**src/rtl/adcseq_pkg.sv**
```systemverilog
package adcseq_pkg;

  // Resolution select to number of result bits: 0->12, 1->10, 2->8, 3->6
  function automatic int unsigned res_bits(int unsigned rsel);
    return 12 - 2 * (rsel & 3);
  endfunction

  // Total conversion window: sampling (code+1) plus resolution + 3
  function automatic int unsigned conv_len(int unsigned smp_code, int unsigned rsel);
    return (smp_code + 1) + res_bits(rsel) + 3;
  endfunction

  // Edge qualification: bit0 enables rising, bit1 enables falling
  function automatic logic edge_hit(logic [1:0] sel, logic prev, logic cur);
    return (sel[0] & cur & ~prev) | (sel[1] & ~cur & prev);
  endfunction

endpackage

```
**src/rtl/adcseq_trig.sv**
```systemverilog
module adcseq_trig (
  input  logic       clk,
  input  logic       rst_n,
  input  logic [1:0] edge_sel,
  input  logic       ext_in,
  input  logic       mask,
  input  logic       sw_set,
  input  logic       restart,
  input  logic       take,
  output logic       pend
);
  logic prev_q;
  logic hit;

  assign hit = !mask && adcseq_pkg::edge_hit(edge_sel, prev_q, ext_in);

  always_ff @(posedge clk or negedge rst_n) begin
    if (!rst_n) begin
      prev_q <= 1'b0;
      pend   <= 1'b0;
    end else begin
      prev_q <= ext_in;
      pend   <= (pend && !take) || sw_set || hit || restart;
    end
  end
endmodule

```
**src/rtl/adcseq_timer.sv**
```systemverilog
module adcseq_timer #(
  parameter int CNT_W = 5
) (
  input  logic             clk,
  input  logic             rst_n,
  input  logic             start,
  input  logic             abort,
  input  logic [CNT_W-1:0] load,
  output logic             busy,
  output logic             done
);
  logic [CNT_W-1:0] cnt_q;

  assign done = busy && (cnt_q == '0) && !abort;

  always_ff @(posedge clk or negedge rst_n) begin
    if (!rst_n) begin
      busy  <= 1'b0;
      cnt_q <= '0;
    end else if (abort) begin
      busy  <= 1'b0;
      cnt_q <= '0;
    end else if (start) begin
      busy  <= 1'b1;
      cnt_q <= load;
    end else if (done) begin
      busy  <= 1'b0;
    end else if (busy) begin
      cnt_q <= cnt_q - 1'b1;
    end
  end
endmodule

```
**src/rtl/adcseq_flags.sv**
```systemverilog
module adcseq_flags #(
  parameter int NFLAG = 3
) (
  input  logic             clk,
  input  logic             rst_n,
  input  logic [NFLAG-1:0] set,
  input  logic [NFLAG-1:0] clr,
  output logic [NFLAG-1:0] flag
);
  for (genvar i = 0; i < NFLAG; i++) begin : g_flag
    always_ff @(posedge clk or negedge rst_n) begin
      if (!rst_n) flag[i] <= 1'b0;
      else        flag[i] <= (flag[i] && !clr[i]) || set[i];
    end
  end
endmodule

```
**src/rtl/adcseq_ctrl.sv**
```systemverilog
module adcseq_ctrl #(
  parameter int CH_W      = 5,
  parameter int REG_MAX   = 16,
  parameter int INJ_MAX   = 4,
  parameter int SMP_W     = 3,
  parameter int MAX_BURST = 8
) (
  input  logic                              clk,
  input  logic                              rst_n,
  input  logic [REG_MAX*CH_W-1:0]           reg_seq,
  input  logic [$clog2(REG_MAX)-1:0]        reg_len_m1,
  input  logic [INJ_MAX*CH_W-1:0]           inj_seq,
  input  logic [$clog2(INJ_MAX)-1:0]        inj_len_m1,
  input  logic [(1<<CH_W)*SMP_W-1:0]        smp_time,
  input  logic [1:0]                        res_sel,
  input  logic                              cont_en,
  input  logic                              reg_disc_en,
  input  logic [$clog2(MAX_BURST)-1:0]      reg_burst_m1,
  input  logic                              inj_disc_en,
  input  logic                              auto_inj_en,
  input  logic [1:0]                        reg_edge_sel,
  input  logic [1:0]                        inj_edge_sel,
  input  logic                              reg_trig,
  input  logic                              inj_trig,
  input  logic                              reg_sw_start,
  input  logic                              inj_sw_start,
  input  logic                              seq_wr,
  input  logic [2:0]                        flag_clr,
  output logic                              reg_start_pend,
  output logic                              inj_start_pend,
  output logic                              conv_busy,
  output logic [CH_W-1:0]                   conv_ch,
  output logic                              conv_is_inj,
  output logic                              eoc_pulse,
  output logic                              eos_pulse,
  output logic                              jeos_pulse,
  output logic                              eoc_flag,
  output logic                              eos_flag,
  output logic                              jeos_flag
);
  localparam int REG_IW = $clog2(REG_MAX);
  localparam int INJ_IW = $clog2(INJ_MAX);
  localparam int BL_W   = $clog2(MAX_BURST) + 1;
  localparam int CNT_W  = $clog2((1 << SMP_W) + 16);
  localparam logic [BL_W-1:0] BL_ONE = BL_W'(1);

  // Sequencing state
  logic [REG_IW-1:0] reg_pos;
  logic [INJ_IW-1:0] inj_pos;
  logic [BL_W-1:0]   burst_left;
  logic              reg_active, inj_active;

  // Named internal events
  logic idle, pick_inj_cont, pick_inj_new, pick_reg_cont, pick_reg_new;
  logic start_inj, start_reg, start_any;
  logic conv_done, reg_last, inj_last;
  logic ev_eos, ev_jeos;
  logic reg_restart, inj_restart;
  logic [CH_W-1:0]  sel_ch;
  logic [SMP_W-1:0] sel_smp;
  logic [CNT_W-1:0] load_val;

  // Start arbitration: injected work first, then regular
  assign idle          = !conv_busy && !seq_wr;
  assign pick_inj_cont = idle && inj_active;
  assign pick_inj_new  = idle && !inj_active && inj_start_pend;
  assign pick_reg_cont = idle && !inj_active && !inj_start_pend && reg_active;
  assign pick_reg_new  = idle && !inj_active && !inj_start_pend && !reg_active && reg_start_pend;
  assign start_inj     = pick_inj_cont || pick_inj_new;
  assign start_reg     = pick_reg_cont || pick_reg_new;
  assign start_any     = start_inj || start_reg;

  assign sel_ch   = start_inj ? inj_seq[inj_pos*CH_W +: CH_W] : reg_seq[reg_pos*CH_W +: CH_W];
  assign sel_smp  = smp_time[sel_ch*SMP_W +: SMP_W];
  assign load_val = CNT_W'(adcseq_pkg::conv_len(int'(sel_smp), int'(res_sel)) - 1);

  assign reg_last    = (reg_pos >= reg_len_m1);
  assign inj_last    = (inj_pos >= inj_len_m1);
  assign ev_eos      = conv_done && !conv_is_inj && reg_last;
  assign ev_jeos     = conv_done && conv_is_inj && inj_last;
  assign reg_restart = seq_wr && reg_active;
  assign inj_restart = seq_wr && inj_active;

  adcseq_trig u_reg_trig (
    .clk(clk), .rst_n(rst_n), .edge_sel(reg_edge_sel), .ext_in(reg_trig),
    .mask(1'b0), .sw_set(reg_sw_start), .restart(reg_restart),
    .take(pick_reg_new), .pend(reg_start_pend)
  );

  adcseq_trig u_inj_trig (
    .clk(clk), .rst_n(rst_n), .edge_sel(inj_edge_sel), .ext_in(inj_trig),
    .mask(auto_inj_en), .sw_set(inj_sw_start), .restart(inj_restart),
    .take(pick_inj_new), .pend(inj_start_pend)
  );

  adcseq_timer #(.CNT_W(CNT_W)) u_timer (
    .clk(clk), .rst_n(rst_n), .start(start_any), .abort(seq_wr),
    .load(load_val), .busy(conv_busy), .done(conv_done)
  );

  adcseq_flags #(.NFLAG(3)) u_flags (
    .clk(clk), .rst_n(rst_n),
    .set({ev_jeos, ev_eos, conv_done}),
    .clr(flag_clr),
    .flag({jeos_flag, eos_flag, eoc_flag})
  );

  always_ff @(posedge clk or negedge rst_n) begin
    if (!rst_n) begin
      reg_pos     <= '0;
      inj_pos     <= '0;
      burst_left  <= '0;
      reg_active  <= 1'b0;
      inj_active  <= 1'b0;
      conv_ch     <= '0;
      conv_is_inj <= 1'b0;
    end else if (seq_wr) begin
      reg_pos    <= '0;
      inj_pos    <= '0;
      reg_active <= 1'b0;
      inj_active <= 1'b0;
    end else begin
      if (start_any) begin
        conv_ch     <= sel_ch;
        conv_is_inj <= start_inj;
      end
      if (pick_inj_new) inj_active <= 1'b1;
      if (pick_reg_new) begin
        reg_active <= 1'b1;
        burst_left <= {1'b0, reg_burst_m1} + BL_ONE;
      end
      if (conv_done && conv_is_inj) begin
        inj_pos    <= inj_last ? '0 : inj_pos + 1'b1;
        inj_active <= !inj_last && !inj_disc_en;
      end
      if (conv_done && !conv_is_inj) begin
        reg_pos <= reg_last ? '0 : reg_pos + 1'b1;
        if (reg_last) begin
          reg_active <= cont_en && !reg_disc_en;
          if (auto_inj_en) inj_active <= 1'b1;
        end else begin
          reg_active <= !reg_disc_en || (burst_left != BL_ONE);
          burst_left <= burst_left - BL_ONE;
        end
      end
    end
  end

  always_ff @(posedge clk or negedge rst_n) begin
    if (!rst_n) begin
      eoc_pulse  <= 1'b0;
      eos_pulse  <= 1'b0;
      jeos_pulse <= 1'b0;
    end else begin
      eoc_pulse  <= conv_done;
      eos_pulse  <= ev_eos;
      jeos_pulse <= ev_jeos;
    end
  end
endmodule

```
**config.mk**
```make
export PLATFORM = sky130hd
export DESIGN_NAME = adcseq_ctrl
export DESIGN_NICKNAME = d
export VERILOG_FILES = /design/src/rtl/adcseq_pkg.sv /design/src/rtl/adcseq_trig.sv /design/src/rtl/adcseq_timer.sv /design/src/rtl/adcseq_flags.sv /design/src/rtl/adcseq_ctrl.sv
export SDC_FILE = /design/constraint.sdc
export NUM_CORES = 1
export LEC_CHECK = 0
export ABC_AREA = 1
export ABC_CLOCK_PERIOD_IN_PS = 6500
export BUFFER_PORTS_ARGS = -buffer_cell sky130_fd_sc_hd__buf_4
export CAP_MARGIN = 20
export CELL_PAD_IN_SITES_DETAIL_PLACEMENT = 0
export CELL_PAD_IN_SITES_GLOBAL_PLACEMENT = 1
export CORE_MARGIN = 8
export CORE_UTILIZATION = 31
export CTS_CLUSTER_SIZE = 16
export DETAILED_ROUTE_END_ITERATION = 7
export PLACE_DENSITY_LB_ADDON = 0.1
export REMOVE_ABC_BUFFERS = 1
export SYNTH_ARGS = -nofsm -noshare
export SYNTH_HDL_FRONTEND = slang
export SYNTH_SLANG_ARGS = --single-unit
```
**constraint.sdc**
```tcl
create_clock -name clk -period 6.5 [get_ports clk]
set_input_delay 0.975 -clock clk [delete_from_list [all_inputs] [get_ports clk]]
set_output_delay 0.975 -clock clk [all_outputs]
set_load 0.1 [all_outputs]
```
==> flow_summary_export.csv <==
group,metric,value,unit
status,status,"finished, final reports clean",
timing,period_minus_slack,5180,ps
timing,finalSetupViolations,0,
placed_design,dpl-instance-area,5840,um2
synth,ys_seq_area_share,21.0,%
clock_network,clkTransAtPathRegs,50,ps
global_route,grt_pass1_wl,26.6,mm
cells_and_area,layout.nets,1144,
synth,synth_edf_count,0,
drt,drt_iter0_markers,338,
drt,wl,17.5,mm
hold_path,hold-path-cell-count,2,
power_and_ir_drop,p_total,0.00138,W
synth,netlist-cell-type-count,40,
cells_and_area,syn2layout_area_growth,48.9,%
die,ios,240,
timing,rsz0062_at_grt,"false",
synth,yosys_warnings,0,
drt,drc,0,
run,cap_violations,0,
cells_and_area,seq_area,851,um2
power_and_ir_drop,cellPowerDensity,230,nW/um2
placed_design,gp_congestion,0.855,
drt,wl_per_cell,16.3,um
die,design.die.area,17000,um2
hold_path,hp-start,"u_timer.cnt_q[4]",
placed_design,portBuffers,239,
cells_and_area,final_area,6030,um2
setup_path,cp-start-kind,"flop",
clock_network,holdBufCountCts,0,
synth,async_reset_ff_share,100,%
setup_path,critPathMaxFanout,29,
die,core,12700,um2
drt,avgViaCountPerCell,4.92,
die,placementRows,41,
global_route,grt_max_degree,45,
clock_network,root_buffer,"clkbuf_16",
clock_network,htree_num_levels,2,
setup_path,path_class,"flop to flop",
die,die_height,130,um
timing,skew,8.32,ps
timing,slew_headroom,41.1,%
clock_network,post_cts_buffers,0,
setup_path,required,6650,ps
clock_network,cts.sinks,34,
setup_path,worstPathArrival,5330,ps
timing,hold_viol,0,
hold_path,hold_class,"flop to flop",
synth,ys_ff_latch,34,
timing,max_slew.worst_pin.slew,883,ps
timing,fin_setup_tns,0,ps
global_route,grt_antenna_before_repair,0,
cells_and_area,insertedDiodeCount,0,
power_and_ir_drop,ir_drop,177,uV
global_route,first_global_vias,5215,
setup_path,crit_path_end_kind,"flop",
drt,ant_nets,0,
die,die_x,130,um
hold_path,holdPathEnd,"u_timer.cnt_q[4]",
placed_design,hpwl,14.2,mm
global_route,track_usage,19.6,%
cells_and_area,num-fill-cells,1399,
clock_network,cts_resized,0,
drt,first_pass_iters,5,
clock_network,clockBufferDepth,2,
synth,syn_area,4050,um2
timing,max_freq,193,MHz
drt,vias,5280,
clock_network,clock_latency,280,ps
global_route,grt_overflow,0,
synth,syn_avg_cell_area,5.90,um2
setup_path,r2r-start,"reg_pos[1]",
die,start_util,32.0,%
clock_network,cts_tree,"done",
timing,whs,486,ps
setup_path,worst_r2r_endpoint,"u_timer.cnt_q[3]",
synth,synth-main-ff-cell,"dfrtp_1",
cells_and_area,multi_input_area,2630,um2
cells_and_area,post-route-util,47.6,%
setup_path,worst_r2r_path_depth,23,
clock_network,numCtsBuffers,5,
synth,syn_inst,687,
setup_path,rrSetupSlack,1320,ps
timing,slew_viol_final,0,
power_and_ir_drop,p_leak,3.28,nW
cells_and_area,layout-drive-gt1-share,28.7,%
timing,min_period_over_period,79.7,%
## through the flow
| step | std cells | worst slack, ps |
|---|---|---|
| after floorplan | 650 | 1640 |
| after global placement | 1065 | 1480 |
| after detailed placement | 1065 | 1310 |
| after CTS | 1073 | 1340 |
| after global routing | 1074 | 773 |
| final | 1074 | 1320 |
## per-layer routing
layer	global-route usage, %	up-vias	wire [um]
met4	3.62	0	193
met2	34.2	182	8510
met5	0	-	0
met3	4.49	12	1540
li1	-	2673	-
met1	24.1	2413	7230
## synth_stat cells, types with 4 or more instances
cell | instances | share of area, %
buf_2 | 19 | 2.3
ha_1 | 17 | 5.3
nor2_1 | 47 | 4.4
xor2_1 | 5 | 1.1
nand2_1 | 216 | 20
dfrtp_1 | 34 | 21
o21ai_0 | 50 | 6.2
o22ai_1 | 9 | 1.4
inv_1 | 81 | 7.5
a21oi_1 | 28 | 3.5
buf_6 | 6 | 1.7
o211ai_1 | 9 | 1.7
a211oi_1 | 4 | 0.74
clkbuf_1 | 6 | 0.56
nand3_1 | 113 | 14
## worst max-delay path, cell delays in order, from the launching register on
cell and delay [ps]:
dfrtp_1 350, buf_4 220, inv_1 530, nand3_1 180, nand3_1 120, nand2_1 70, nand2_1 80, nand3_1 340
nand2_1 640, buf_4 410, nand2_1 100, nand3_1 80, nand3_1 90, nand3_1 130, nand3_1 110, nand2_1 110
ha_1 150, nand3b_1 110, nand2_1 60, ha_1 310, fa_1 440, xnor2_1 140, o22ai_1 160, o22ai_1 90
## cell type report
class,count,area share (%)
Multi-Input combinational cell,532,43.7
Timing Repair Buffer,244,30.7
Sequential cell,34,14.1
Inverter,84,5.27
Tap cell,172,3.57
Clock buffer,7,2.20
Clock inverter,1,0.498
## worst max-delay path by stage
stage	start	end	slack [ps]	cells after the start
after CTS	reg_pos[1]	u_timer.cnt_q[3]	1340	23
after detailed placement	seq_wr	u_timer.cnt_q[3]	1310	22
after global routing	reg_pos[1]	u_timer.cnt_q[3]	770	23
after global placement	seq_wr	u_timer.cnt_q[3]	1480	21
after floorplan	reg_pos[0]	u_timer.cnt_q[3]	1640	24
final	reg_pos[1]	u_timer.cnt_q[3]	1320	23
## where the power goes
group / internal [W] / total, W / switching (W)
Clock: 0.000181 / 0.000267 / 0.0000855
Sequential: 0.000256 / 0.000291 / 0.0000349
Combinational: 0.000324 / 0.000826 / 0.000502
Total: 0.000762 / 0.00138 / 0.000623
## logic make-up after synthesis
logic type | count (synthesis) | share of synthesized area (%)
AO/OA/AOI/OAI | 120 | 17.5
XOR/XNOR | 8 | 1.73
adder cells (fa/ha/maj) | 18 | 5.74
buffers and inverters | 121 | 14.0
flip-flops | 34 | 21.0
AND/OR/NAND/NOR | 386 | 40.0
## flip-flops by register name (all words and copies together), names as in the netlist
name	count
inj_pos	2
eos_pulse	1
u_inj_trig.prev_q	1
inj_active	1
burst_left	4
jeos_pulse	1
u_flags.flag	3
reg_pos	4
u_reg_trig.pend	1
u_inj_trig.pend	1
u_timer.cnt_q	5
eoc_pulse	1
conv_ch	5
u_timer.busy	1
conv_is_inj	1
u_reg_trig.prev_q	1
reg_active	1
## layout by cell type (no fill, tap or decap), types with 2 or more instances in the layout
master and instances:
dfrtp_1 34, xnor2_1 3, o21ai_1 3, nor2_1 47, a32o_1 3, inv_1 81, nand2_1 216, o22ai_1 9
nand3b_1 3, o21ai_2 2, clkbuf_16 5, a22o_1 2, buf_4 243, ha_1 17, a211oi_1 4, o211ai_1 9
xor2_1 5, a21oi_1 28, clkbuf_1 2, nor3_1 3, inv_2 2, nand2_2 2, nand3_1 113, o221ai_1 2
o21ai_0 50
Note: power is estimated with default switching activity, not from simulation.
